--- src/rtl/spi_mem_pkg.sv ---
package spi_mem_pkg;

  localparam logic [7:0] OP_WREN  = 8'h06;
  localparam logic [7:0] OP_WRDI  = 8'h04;
  localparam logic [7:0] OP_RDSR  = 8'h05;
  localparam logic [7:0] OP_WRSR  = 8'h01;
  localparam logic [7:0] OP_READ  = 8'h03;
  localparam logic [7:0] OP_WRITE = 8'h02;

  typedef enum logic [2:0] {
    PH_CMD,
    PH_ADDR_HI,
    PH_ADDR_LO,
    PH_WR_DATA,
    PH_RD_DATA,
    PH_STAT_RD,
    PH_STAT_WR,
    PH_SKIP
  } phase_e;

endpackage

--- src/rtl/spi_mem_sync.sv ---
module spi_mem_sync #(
  parameter int              WIDTH   = 1,
  parameter int              STAGES  = 2,
  parameter logic [WIDTH-1:0] RST_VAL = '0
) (
  input  logic             clk,
  input  logic             rst_n,
  input  logic [WIDTH-1:0] d,
  output logic [WIDTH-1:0] q
);

  logic [STAGES-1:0][WIDTH-1:0] stage_q;

  always_ff @(posedge clk or negedge rst_n) begin
    if (!rst_n) begin
      for (int s = 0; s < STAGES; s++) stage_q[s] <= RST_VAL;
    end else begin
      stage_q[0] <= d;
      for (int s = 1; s < STAGES; s++) stage_q[s] <= stage_q[s-1];
    end
  end

  assign q = stage_q[STAGES-1];

endmodule

--- src/rtl/spi_mem_shifter.sv ---
module spi_mem_shifter #(
  parameter int W = 8
) (
  input  logic         clk,
  input  logic         rst_n,
  input  logic         clear,
  input  logic         rise,
  input  logic         fall,
  input  logic         si,
  input  logic         load,
  input  logic [W-1:0] load_data,
  output logic         rx_done,
  output logic [W-1:0] rx_byte,
  output logic         tx_bit
);

  localparam int CW = $clog2(W);
  localparam logic [CW-1:0] LAST = CW'(W - 1);

  logic [CW-1:0] cnt_q, cnt_d;
  logic [W-1:0]  rx_q, rx_d;
  logic [W-1:0]  tx_q, tx_d;
  logic          upd_en;

  always_comb begin
    cnt_d = cnt_q;
    rx_d  = rx_q;
    tx_d  = tx_q;
    if (clear) begin
      cnt_d = '0;
      rx_d  = '0;
    end else begin
      if (rise) begin
        rx_d  = {rx_q[W-2:0], si};
        cnt_d = (cnt_q == LAST) ? '0 : cnt_q + 1'b1;
      end
      // first falling edge of a byte keeps the freshly loaded MSB
      if (fall && (cnt_q != '0)) tx_d = {tx_q[W-2:0], 1'b0};
    end
    if (load) tx_d = load_data;
  end

  assign upd_en = clear | rise | fall | load;

  always_ff @(posedge clk or negedge rst_n) begin
    if (!rst_n) begin
      cnt_q <= '0;
      rx_q  <= '0;
      tx_q  <= '0;
    end else if (upd_en) begin
      cnt_q <= cnt_d;
      rx_q  <= rx_d;
      tx_q  <= tx_d;
    end
  end

  assign rx_done = rise && !clear && (cnt_q == LAST);
  assign rx_byte = {rx_q[W-2:0], si};
  assign tx_bit  = tx_q[W-1];

endmodule

--- src/rtl/spi_mem_ctrl.sv ---
module spi_mem_ctrl
  import spi_mem_pkg::*;
#(
  parameter int ADDR_W = 13,
  parameter int DATA_W = 8,
  parameter int RD_LAT = 1
) (
  input  logic              clk,
  input  logic              rst_n,
  input  logic              clear,
  input  logic              rx_done,
  input  logic [DATA_W-1:0] rx_byte,
  input  logic              wen_state,
  input  logic              addr_locked,
  input  logic [DATA_W-1:0] stat_rdata,
  input  logic [DATA_W-1:0] mem_rdata,
  output logic [ADDR_W-1:0] mem_addr,
  output logic [DATA_W-1:0] mem_wdata,
  output logic              mem_we,
  output logic [DATA_W-1:0] stat_wdata,
  output logic              stat_we,
  output logic              wen_set,
  output logic              wen_clr,
  output logic              tx_load,
  output logic [DATA_W-1:0] tx_data,
  output logic              drive_phase
);

  localparam int HI_W     = ADDR_W - DATA_W;
  localparam int PF_DEPTH = RD_LAT + 1;

  phase_e              phase_q, phase_d;
  logic [ADDR_W-1:0]   addr_q, addr_d;
  logic                is_rd_q, is_rd_d;
  logic                wrote_q, wrote_d;
  logic                we_q, we_d;
  logic                inc_q, inc_d;
  logic [DATA_W-1:0]   wdata_q, wdata_d;
  logic [PF_DEPTH-1:0] pf_q, pf_d;
  logic                set_q, set_d;
  logic                clr_q, clr_d;
  logic                swe_q, swe_d;
  logic [DATA_W-1:0]   swd_q, swd_d;

  always_comb begin
    phase_d = phase_q;
    addr_d  = addr_q;
    is_rd_d = is_rd_q;
    wrote_d = wrote_q;
    we_d    = 1'b0;
    inc_d   = 1'b0;
    wdata_d = wdata_q;
    pf_d    = {pf_q[PF_DEPTH-2:0], 1'b0};
    set_d   = 1'b0;
    clr_d   = 1'b0;
    swe_d   = 1'b0;
    swd_d   = swd_q;
    tx_load = 1'b0;
    tx_data = mem_rdata;

    // deferred step after a write byte, so the strobe sees its own address
    if (inc_q) addr_d = addr_q + 1'b1;

    // read data returns RD_LAT cycles after the address settles
    if (pf_q[PF_DEPTH-1]) tx_load = 1'b1;

    if (clear) begin
      phase_d = PH_CMD;
      is_rd_d = 1'b0;
      wrote_d = 1'b0;
      pf_d    = '0;
      clr_d   = wrote_q;
    end else if (rx_done) begin
      unique case (phase_q)
        PH_CMD: begin
          unique case (rx_byte)
            OP_WREN:  begin set_d = 1'b1; phase_d = PH_SKIP; end
            OP_WRDI:  begin clr_d = 1'b1; phase_d = PH_SKIP; end
            OP_RDSR:  begin
              tx_load = 1'b1;
              tx_data = stat_rdata;
              phase_d = PH_STAT_RD;
            end
            OP_WRSR:  phase_d = PH_STAT_WR;
            OP_READ:  begin is_rd_d = 1'b1; phase_d = PH_ADDR_HI; end
            OP_WRITE: begin is_rd_d = 1'b0; phase_d = PH_ADDR_HI; end
            default:  phase_d = PH_SKIP;
          endcase
        end
        PH_ADDR_HI: begin
          addr_d[ADDR_W-1:DATA_W] = rx_byte[HI_W-1:0];
          phase_d = PH_ADDR_LO;
        end
        PH_ADDR_LO: begin
          addr_d[DATA_W-1:0] = rx_byte;
          if (is_rd_q) begin
            pf_d[0] = 1'b1;
            phase_d = PH_RD_DATA;
          end else begin
            phase_d = PH_WR_DATA;
          end
        end
        PH_WR_DATA: begin
          wrote_d = 1'b1;
          we_d    = wen_state & ~addr_locked;
          wdata_d = rx_byte;
          inc_d   = 1'b1;
        end
        PH_RD_DATA: begin
          addr_d  = addr_q + 1'b1;
          pf_d[0] = 1'b1;
        end
        PH_STAT_RD: begin
          tx_load = 1'b1;
          tx_data = stat_rdata;
        end
        PH_STAT_WR: begin
          swe_d   = 1'b1;
          swd_d   = rx_byte;
          wrote_d = 1'b1;
          phase_d = PH_SKIP;
        end
        PH_SKIP: ;
        default: phase_d = PH_SKIP;
      endcase
    end
  end

  always_ff @(posedge clk or negedge rst_n) begin
    if (!rst_n) begin
      phase_q <= PH_CMD;
      addr_q  <= '0;
      is_rd_q <= 1'b0;
      wrote_q <= 1'b0;
      we_q    <= 1'b0;
      inc_q   <= 1'b0;
      wdata_q <= '0;
      pf_q    <= '0;
      set_q   <= 1'b0;
      clr_q   <= 1'b0;
      swe_q   <= 1'b0;
      swd_q   <= '0;
    end else begin
      phase_q <= phase_d;
      addr_q  <= addr_d;
      is_rd_q <= is_rd_d;
      wrote_q <= wrote_d;
      we_q    <= we_d;
      inc_q   <= inc_d;
      wdata_q <= wdata_d;
      pf_q    <= pf_d;
      set_q   <= set_d;
      clr_q   <= clr_d;
      swe_q   <= swe_d;
      swd_q   <= swd_d;
    end
  end

  assign mem_addr    = addr_q;
  assign mem_wdata   = wdata_q;
  assign mem_we      = we_q;
  assign stat_wdata  = swd_q;
  assign stat_we     = swe_q;
  assign wen_set     = set_q;
  assign wen_clr     = clr_q;
  assign drive_phase = (phase_q == PH_RD_DATA) || (phase_q == PH_STAT_RD);

endmodule

--- src/rtl/spi_bytemem_slave.sv ---
module spi_bytemem_slave #(
  parameter int ADDR_W      = 13,
  parameter int DATA_W      = 8,
  parameter int SYNC_STAGES = 2,
  parameter int RD_LAT      = 1
) (
  input  logic              clk,
  input  logic              rst_n,
  input  logic              cs_n,
  input  logic              sck,
  input  logic              si,
  input  logic              hold_n,
  output logic              so,
  output logic              so_oe,
  output logic [ADDR_W-1:0] mem_addr,
  output logic [DATA_W-1:0] mem_wdata,
  output logic              mem_we,
  input  logic [DATA_W-1:0] mem_rdata,
  input  logic              addr_locked,
  input  logic              wen_state,
  input  logic [DATA_W-1:0] stat_rdata,
  output logic [DATA_W-1:0] stat_wdata,
  output logic              stat_we,
  output logic              wen_set,
  output logic              wen_clr
);

  localparam int NPIN = 4;
  localparam logic [NPIN-1:0] PIN_IDLE = 4'b1100; // hold_n, cs_n, sck, si

  logic [1:0]      rst_pipe;
  logic            rst_int_n;
  logic [NPIN-1:0] pins_s;
  logic            hold_s, cs_s, sck_s, si_s;
  logic            sck_d;
  logic            active, clear, rise, fall;
  logic            rx_done, tx_bit, tx_load, drive_phase;
  logic [DATA_W-1:0] rx_byte, tx_data;

  // reset asserts at once, releases on the clock
  always_ff @(posedge clk or negedge rst_n) begin
    if (!rst_n) rst_pipe <= '0;
    else        rst_pipe <= {rst_pipe[0], 1'b1};
  end
  assign rst_int_n = rst_pipe[1];

  spi_mem_sync #(
    .WIDTH  (NPIN),
    .STAGES (SYNC_STAGES),
    .RST_VAL(PIN_IDLE)
  ) u_sync (
    .clk  (clk),
    .rst_n(rst_int_n),
    .d    ({hold_n, cs_n, sck, si}),
    .q    (pins_s)
  );

  assign {hold_s, cs_s, sck_s, si_s} = pins_s;

  always_ff @(posedge clk or negedge rst_int_n) begin
    if (!rst_int_n) sck_d <= 1'b0;
    else            sck_d <= sck_s;
  end

  // a pause masks both edges and freezes deselect handling
  assign active = ~cs_s & hold_s;
  assign clear  = cs_s & hold_s;
  assign rise   = active & sck_s & ~sck_d;
  assign fall   = active & ~sck_s & sck_d;

  spi_mem_shifter #(.W(DATA_W)) u_shift (
    .clk      (clk),
    .rst_n    (rst_int_n),
    .clear    (clear),
    .rise     (rise),
    .fall     (fall),
    .si       (si_s),
    .load     (tx_load),
    .load_data(tx_data),
    .rx_done  (rx_done),
    .rx_byte  (rx_byte),
    .tx_bit   (tx_bit)
  );

  spi_mem_ctrl #(
    .ADDR_W(ADDR_W),
    .DATA_W(DATA_W),
    .RD_LAT(RD_LAT)
  ) u_ctrl (
    .clk        (clk),
    .rst_n      (rst_int_n),
    .clear      (clear),
    .rx_done    (rx_done),
    .rx_byte    (rx_byte),
    .wen_state  (wen_state),
    .addr_locked(addr_locked),
    .stat_rdata (stat_rdata),
    .mem_rdata  (mem_rdata),
    .mem_addr   (mem_addr),
    .mem_wdata  (mem_wdata),
    .mem_we     (mem_we),
    .stat_wdata (stat_wdata),
    .stat_we    (stat_we),
    .wen_set    (wen_set),
    .wen_clr    (wen_clr),
    .tx_load    (tx_load),
    .tx_data    (tx_data),
    .drive_phase(drive_phase)
  );

  assign so_oe = drive_phase & active;
  assign so    = so_oe & tx_bit;

endmodule

--- config.mk ---
export PLATFORM = sky130hd
export DESIGN_NAME = spi_bytemem_slave
export DESIGN_NICKNAME = d
export VERILOG_FILES = /design/src/rtl/spi_mem_pkg.sv /design/src/rtl/spi_mem_sync.sv /design/src/rtl/spi_mem_shifter.sv /design/src/rtl/spi_mem_ctrl.sv /design/src/rtl/spi_bytemem_slave.sv
export SDC_FILE = /design/constraint.sdc
export NUM_CORES = 1
export LEC_CHECK = 0
export CAP_MARGIN = 20
export CORE_MARGIN = 2
export CORE_UTILIZATION = 30
export DETAILED_ROUTE_END_ITERATION = 8
export GPL_TIMING_DRIVEN = 0
export SLEW_MARGIN = 0
export SYNTH_ARGS = -nofsm -noshare
export SYNTH_HDL_FRONTEND = slang
export SYNTH_SLANG_ARGS = --single-unit
--- constraint.sdc ---
create_clock -name clk -period 2.6 [get_ports clk]
set_input_delay 0.52 -clock clk [delete_from_list [all_inputs] [get_ports clk]]
set_output_delay 0.52 -clock clk [all_outputs]
set_load 0.02 [all_outputs]
Word level (Yosys, flattened, before mapping)
Index checks and enable logic that the tools add are counted.
Storage, ports and cells
  flip-flop bits (word level): 70
  bits of input ports: 24
  output and inout bits: 35
  word-level logic and storage cells: 131
Cells by class
  $add $sub $neg: 2
  eq/ne operators: 14
  mux-type cells: 56
  bitwise logic cells: 17
  reduce and logical (&&, ||, !) cells: 23
Operators with widths (number)
  two-way mux 8 bit: 6
  two-way mux 13 bit: 3
  case mux 8 bit (2 select lines): 2
  two-way mux 1 bit: 31
  == test 8 x 3 -> 1 bit (second input constant): 3
  two-way mux 3 bit: 6
  == test 8 x 2 -> 1 bit (second input constant): 2
  two-way mux 7 bit: 2
  adder 13 x 1 -> 13 bit (second input constant): 1
  == test 3 bit (second input constant): 4
  case mux 3 bit (4 select lines): 1
  AND reduction 3 bit: 4
  case mux 5 bit (2 select lines): 1
  nonzero test 2 bit: 5
  AND 1 bit: 9
  case mux 3 bit (3 select lines): 1
  == test 8 x 1 -> 1 bit (second input constant): 1
  == test 3 x 2 -> 1 bit (second input constant): 2
  case mux 1 bit (2 select lines): 3
  AND reduction 2 bit: 3
  nonzero test 3 bit: 2
  NOT 1 bit: 5
  nonzero test 5 bit: 1
  OR reduction 2 bit: 2
  8 further kinds: 12

Logic depth before layout (Yosys ltp)
  depth in word-level cells: 10
  mapped depth: 8
  depth with buffers taken out: 7

Hierarchy
Synthesis repeated with hierarchy kept, for this count alone.
Second synthesis, totals
  cells, all modules: 351
  area total of the unflattened synthesis: 3673.5 sq um
By module, submodules not included
  spi_mem_ctrl: times used 1, cells an instance 250, area an instance 2407.3 sq um, seq. area each 1026.0 sq um
  spi_mem_shifter: times used 1, cells an instance 80, area an instance 898.4 sq um, seq. area each 450.4 sq um
  spi_mem_sync: times used 1, cells an instance 12, area an instance 235.2 sq um, seq. area each 205.2 sq um
  spi_bytemem_slave: times used 1, cells an instance 9, area an instance 132.6 sq um, seq. area each 75.1 sq um

Worst setup path before layout
OpenSTA, ideal clock, no wires.
  path kind: register -> register
  start: register u_sync.stage_q (netlist bit u_sync.q[3])
  end: register u_shift.tx_q[5]
  setup time: 0.127 ns
  arrival: 1.726 ns
  required time: 2.473 ns
  setup slack: 0.747 ns
  cell stages (with the launch flop): 8
  path buffers: 2
  clock period less this slack: 1.853 ns
  path through: dfstp_2 and4bb_1 buf_6 nand2_4 a211o_1 buf_2 nand3b_1 mux2_1
Between the ends
  word-level cells in the longest chain between the ends: 9
  elaborated cells on any way between the ends: 21
  classes of those cells: 1 x eq/ne; 5 x mux; 9 x bitwise; 6 x reduce/logical
RTL lines
  start, declared: line spi_mem_sync.sv:12  | logic [STAGES-1:0][WIDTH-1:0] stage_q;
  AND 1 bit: line spi_bytemem_slave.sv:66  | assign active = ~cs_s & hold_s;
  AND 1 bit (2 in series): line spi_bytemem_slave.sv:68  | assign rise = active & sck_s & ~sck_d;
  logical AND 1 bit (2 in series): line spi_mem_shifter.sv:57  | assign rx_done = rise && !clear && (cnt_q == LAST);
  two-way mux 1 bit: line spi_mem_ctrl.sv:73  | end else if (rx_done) begin
  two-way mux 1 bit: line spi_mem_ctrl.sv:67  | if (clear) begin
  != test 2 bit (no line) (tied with other cells)
  AND reduction 3 bit (no line)
  end signal, assigned: line spi_mem_shifter.sv:53  | tx_q <= tx_d;
  end, declared: line spi_mem_shifter.sv:22  | logic [W-1:0] tx_q, tx_d;
Several ways; a longest one is shown, not always the timed one.
A chain may end at the register's enable or synchronous reset.

Worst setup path after layout
  start: register u_ctrl.phase_q[2]
  end: output port so
Between the ends
  word-level cells in the longest chain between the ends: 4
  elaborated cells on any way between the ends: 5
  classes of those cells: 2 x eq/ne; 2 x bitwise; 1 x reduce/logical
RTL lines
  start, declared: line spi_mem_ctrl.sv:32  | phase_e phase_q, phase_d;
  start signal, assigned: line spi_mem_ctrl.sv:144  | phase_q <= phase_d;
  == test 3 bit: line spi_mem_ctrl.sv:166  | assign drive_phase = (phase_q == PH_RD_DATA) || (phase_q == PH_STAT_RD);
  logical OR 1 bit (*): line spi_mem_ctrl.sv:166
  AND 1 bit (*): line spi_bytemem_slave.sv:111  | assign so_oe = drive_phase & active;
  AND 1 bit (*): line spi_bytemem_slave.sv:112  | assign so = so_oe & tx_bit;
  end, declared: line spi_bytemem_slave.sv:13  | output logic so,
Every way passes the cells marked *; elsewhere a longest branch is shown, timed or not.

==> impl_metrics.json <==
{
  "vias_per_cell": 5.05,
  "cts_hold_buf": 0,
  "r2r.worst_path.cells": 6,
  "r2r-end": "u_shift.tx_q[5]$_DFFE_PN0P_",
  "clockBufferDepth": 2,
  "sw_frac_of_total_pct": 21.0,
  "grt_pass1_vias": 2793,
  "fmax_mhz": 417,
  "globalRouteOverflowTotal": 0,
  "worstReg2RegStart": "u_shift.rx_q[2]$_DFFE_PN0P_",
  "port_buffers": 58,
  "synth_xor_area_share_pct": 5.46,
  "synth_cell_types": 55,
  "worstMarginPinSlew_ps": 877,
  "rrSetupSlack_ps": 600,
  "drc": 0,
  "grt_first_pass_wirelength_mm": 13.7,
  "arrival_ps": 1880,
  "final_core_util_pct": 40.1,
  "hp-class": "input pin to asynchronous set/reset pin",
  "crit_required_ps": 2080,
  "period_needed_ps": 2400,
  "nNetsFinal": 428,
  "async_reset_ff_share_pct": 100,
  "die_h_um": 112,
  "slew_headroom_pct": 41.6,
  "grt_use_met1_pct": 18.0,
  "busiest_layer": "met2",
  "startpoint": "u_ctrl.phase_q[2]$_DFFE_PN0P_",
  "io_pins": 59,
  "post-cts-setup-buffers": 0,
  "synth_ff_type": "dfrtp_1",
  "root_buffer": "clkbuf_16",
  "crit_path_top_delay_cell": "clkdlybuf4s50_1",
  "status": "complete, no violations",
  "insertion_delay_ps": 330,
  "cp_max_fo": 10,
  "finalSetupViolations": 0,
  "maxCapViolCount": 0,
  "core-area_sq_mm": 0.0115,
  "seqPwrFrac_pct": 46.5,
  "crit_path_max_incr_delay_ps": 610,
  "cp-end-kind": "output pin",
  "drive_gt1_share_pct": 15.3,
  "clkPwrFrac_pct": 47.9,
  "drtAntennaViolNets": 0,
  "htree_levels": 3,
  "vias": 2766,
  "yosysWarningCount": 0,
  "synth_mux_area_share_pct": 10.3,
  "syn_area_sq_mm": 0.00353,
  "rows": 39,
  "grt_max_degree": 69,
  "combPwrFrac_pct": 5.7,
  "power.density_mw_per_mm2": 556,
  "crit_chain": "buf_4, nor2b_2, and3_1, clkdlybuf4s50_1",
  "fin_skew_ps": 7.39,
  "yosys.area_share.simple_pct": 18.7,
  "syn_to_final_growth_pct": 30.2,
  "drv_slew": 0,
  "placedCellCount": 532,
  "start_util_pct": 30.8,
  "start_kind": "register",
  "fp.dieW_um": 112,
  "dieArea_sq_mm": 0.0126,
  "routed_wl_mm": 8.34,
  "cp-endpoint": "so",
  "ys_ff_latch": 70,
  "cts.reportedPaths.clkPinSlew_ps": 50,
  "p_int_mw": 2.02,
  "synth_top_family_by_area": "simple AND/OR/NAND/NOR gates",
  "drt_iter0_markers": 141,
  "gr-usage-all-layers_pct": 13.6,
  "synth_edf_count": 0,
  "grt.met3_usage_pct": 2.59,
  "use_met2_pct": 21.6,
  "cts.sinks": 70,
  "synth_seq_area_share_pct": 49.8,
  "critPathKind": "register to output pin",
  "synthCells": 331,
  "synth_compound_area_share_pct": 10.1,
  "switchingPower_uw": 537,
  "period_share_pct": 92.2,
  "ir_worst_vdd_v": 0.000415,
  "syn_area_per_cell_sq_um": 10.7,
  "rsz0062_at_grt": "false",
  "dp_hpwl_mm": 5.76,
  "first_pass_iters": 4,
  "hold_viol_final": 0,
  "cts_made_buffers": 9,
  "gp_congestion": 0.825,
  "p_leak_nw": 2.07,
  "synth_fa_ha_area_share_pct": 1.42,
  "ctsResizeCount": 0,
  "stdcell_count": 548,
  "cts_tree": "done",
  "antenna_found_initial": 0,
  "wl_per_cell_um": 15.2,
  "syn_nets": 359,
  "insertedDiodeCount": 0
}
critical path, delay by kind of cell, from the launching register on:
family,cells,cell delay (ps)
buffers and inverters,2,790
DFF,1,350
and+or+nand+nor,2,410
cells by family after synthesis:
family	count (synthesis)
xor gates and xnor gates	22
buffers and inverters	27
AOI/OAI and AO/OA	55
other	1
and+or+nand+nor	120
muxes	32
adders and majority gates	4
DFF	70
flip-flops by register name, indices dropped and copies added (netlist names), 3 cells and up:
| register | count |
|---|---|
| u_sync.q | 4 |
| u_shift.rx_q | 7 |
| u_ctrl.phase_q | 3 |
| u_sync.stage_q | 4 |
| u_shift.tx_q | 8 |
| u_shift.cnt_q | 3 |
| u_ctrl.mem_wdata | 8 |
| u_ctrl.stat_wdata | 8 |
| u_ctrl.mem_addr | 13 |
metrics by stage:
step	hold slack, ps	power [mW]	setup slack [ps]	cell area, sq um	setup TNS, ps
after floorplan	224	1.28	513	3530	0
after global placement	334	1.35	-341	4290	-21590
after detailed placement	338	1.35	453	4290	0
after CTS	340	2.60	92.2	4590	0
after global routing	337	2.66	94.9	4600	0
final	347	2.56	202	4600	0
power groups by stage:
stage	combinational, mW	clock [mW]	sequential (mW)
2_1_floorplan	0.0921	0	1.19
3_3_place_gp	0.141	0	1.21
3_5_place_dp	0.145	0	1.21
4_1_cts	0.146	1.26	1.19
5_1_grt	0.160	1.30	1.20
6_report	0.145	1.22	1.19
per-layer routing:
| metal | vias to the layer above | routed length (um) |
|---|---|---|
| li1 | 1317 | - |
| met1 | 1371 | 3740 |
| met2 | 64 | 4060 |
| met3 | 14 | 390 |
| met4 | 0 | 148 |
| met5 | - | 0 |
how the worst min path moves through the flow:
stage,from,to
floorplan,rst_n,rst_pipe[0]$_DFF_PN0_
global placement,u_sync.stage_q[0]$_DFF_PN0_,u_sync.q[0]$_DFF_PN0_
detailed placement,u_sync.stage_q[0]$_DFF_PN0_,u_sync.q[0]$_DFF_PN0_
CTS,rst_n,rst_pipe[1]$_DFF_PN0_
global route,rst_n,rst_pipe[1]$_DFF_PN0_
finish,rst_n,rst_pipe[1]$_DFF_PN0_
synth_stat cells, types with 9 or more instances:
library cell | count | share of area, %
nand3_1 | 10 | 1.4
nor2_1 | 18 | 1.9
mux2_2 | 13 | 4.1
o21ai_0 | 17 | 2.4
xnor2_1 | 9 | 2.2
mux2i_1 | 12 | 3.4
xor2_1 | 13 | 3.2
nand2_1 | 37 | 3.9
dfrtp_1 | 66 | 47
a22oi_1 | 11 | 2.3
o22ai_1 | 9 | 1.6
layout by cell type (no fill, tap or decap), types with 10 or more instances in the layout:
| master | instances |
|---|---|
| a22oi_1 | 11 |
| clkdlybuf4s50_1 | 58 |
| dfrtp_1 | 65 |
| mux2_2 | 13 |
| mux2i_1 | 12 |
| nand2_1 | 37 |
| nand3_1 | 10 |
| nor2_1 | 18 |
| o21ai_0 | 17 |
| xor2_1 | 13 |
layout make-up:
| type | count | area [sq um] |
|---|---|---|
| clock buffer | 12 | 256 |
| fill | 1097 | 6870 |
| tap | 143 | 179 |
| clock inverter | 4 | 45.0 |
| buffer | 22 | 126 |
| timing repair buffer | 58 | 581 |
| multi-input combinational | 234 | 1630 |
| inverter | 5 | 18.8 |
| sequential | 70 | 1760 |
No activity file was read; power rests on OpenSTA's default activity.
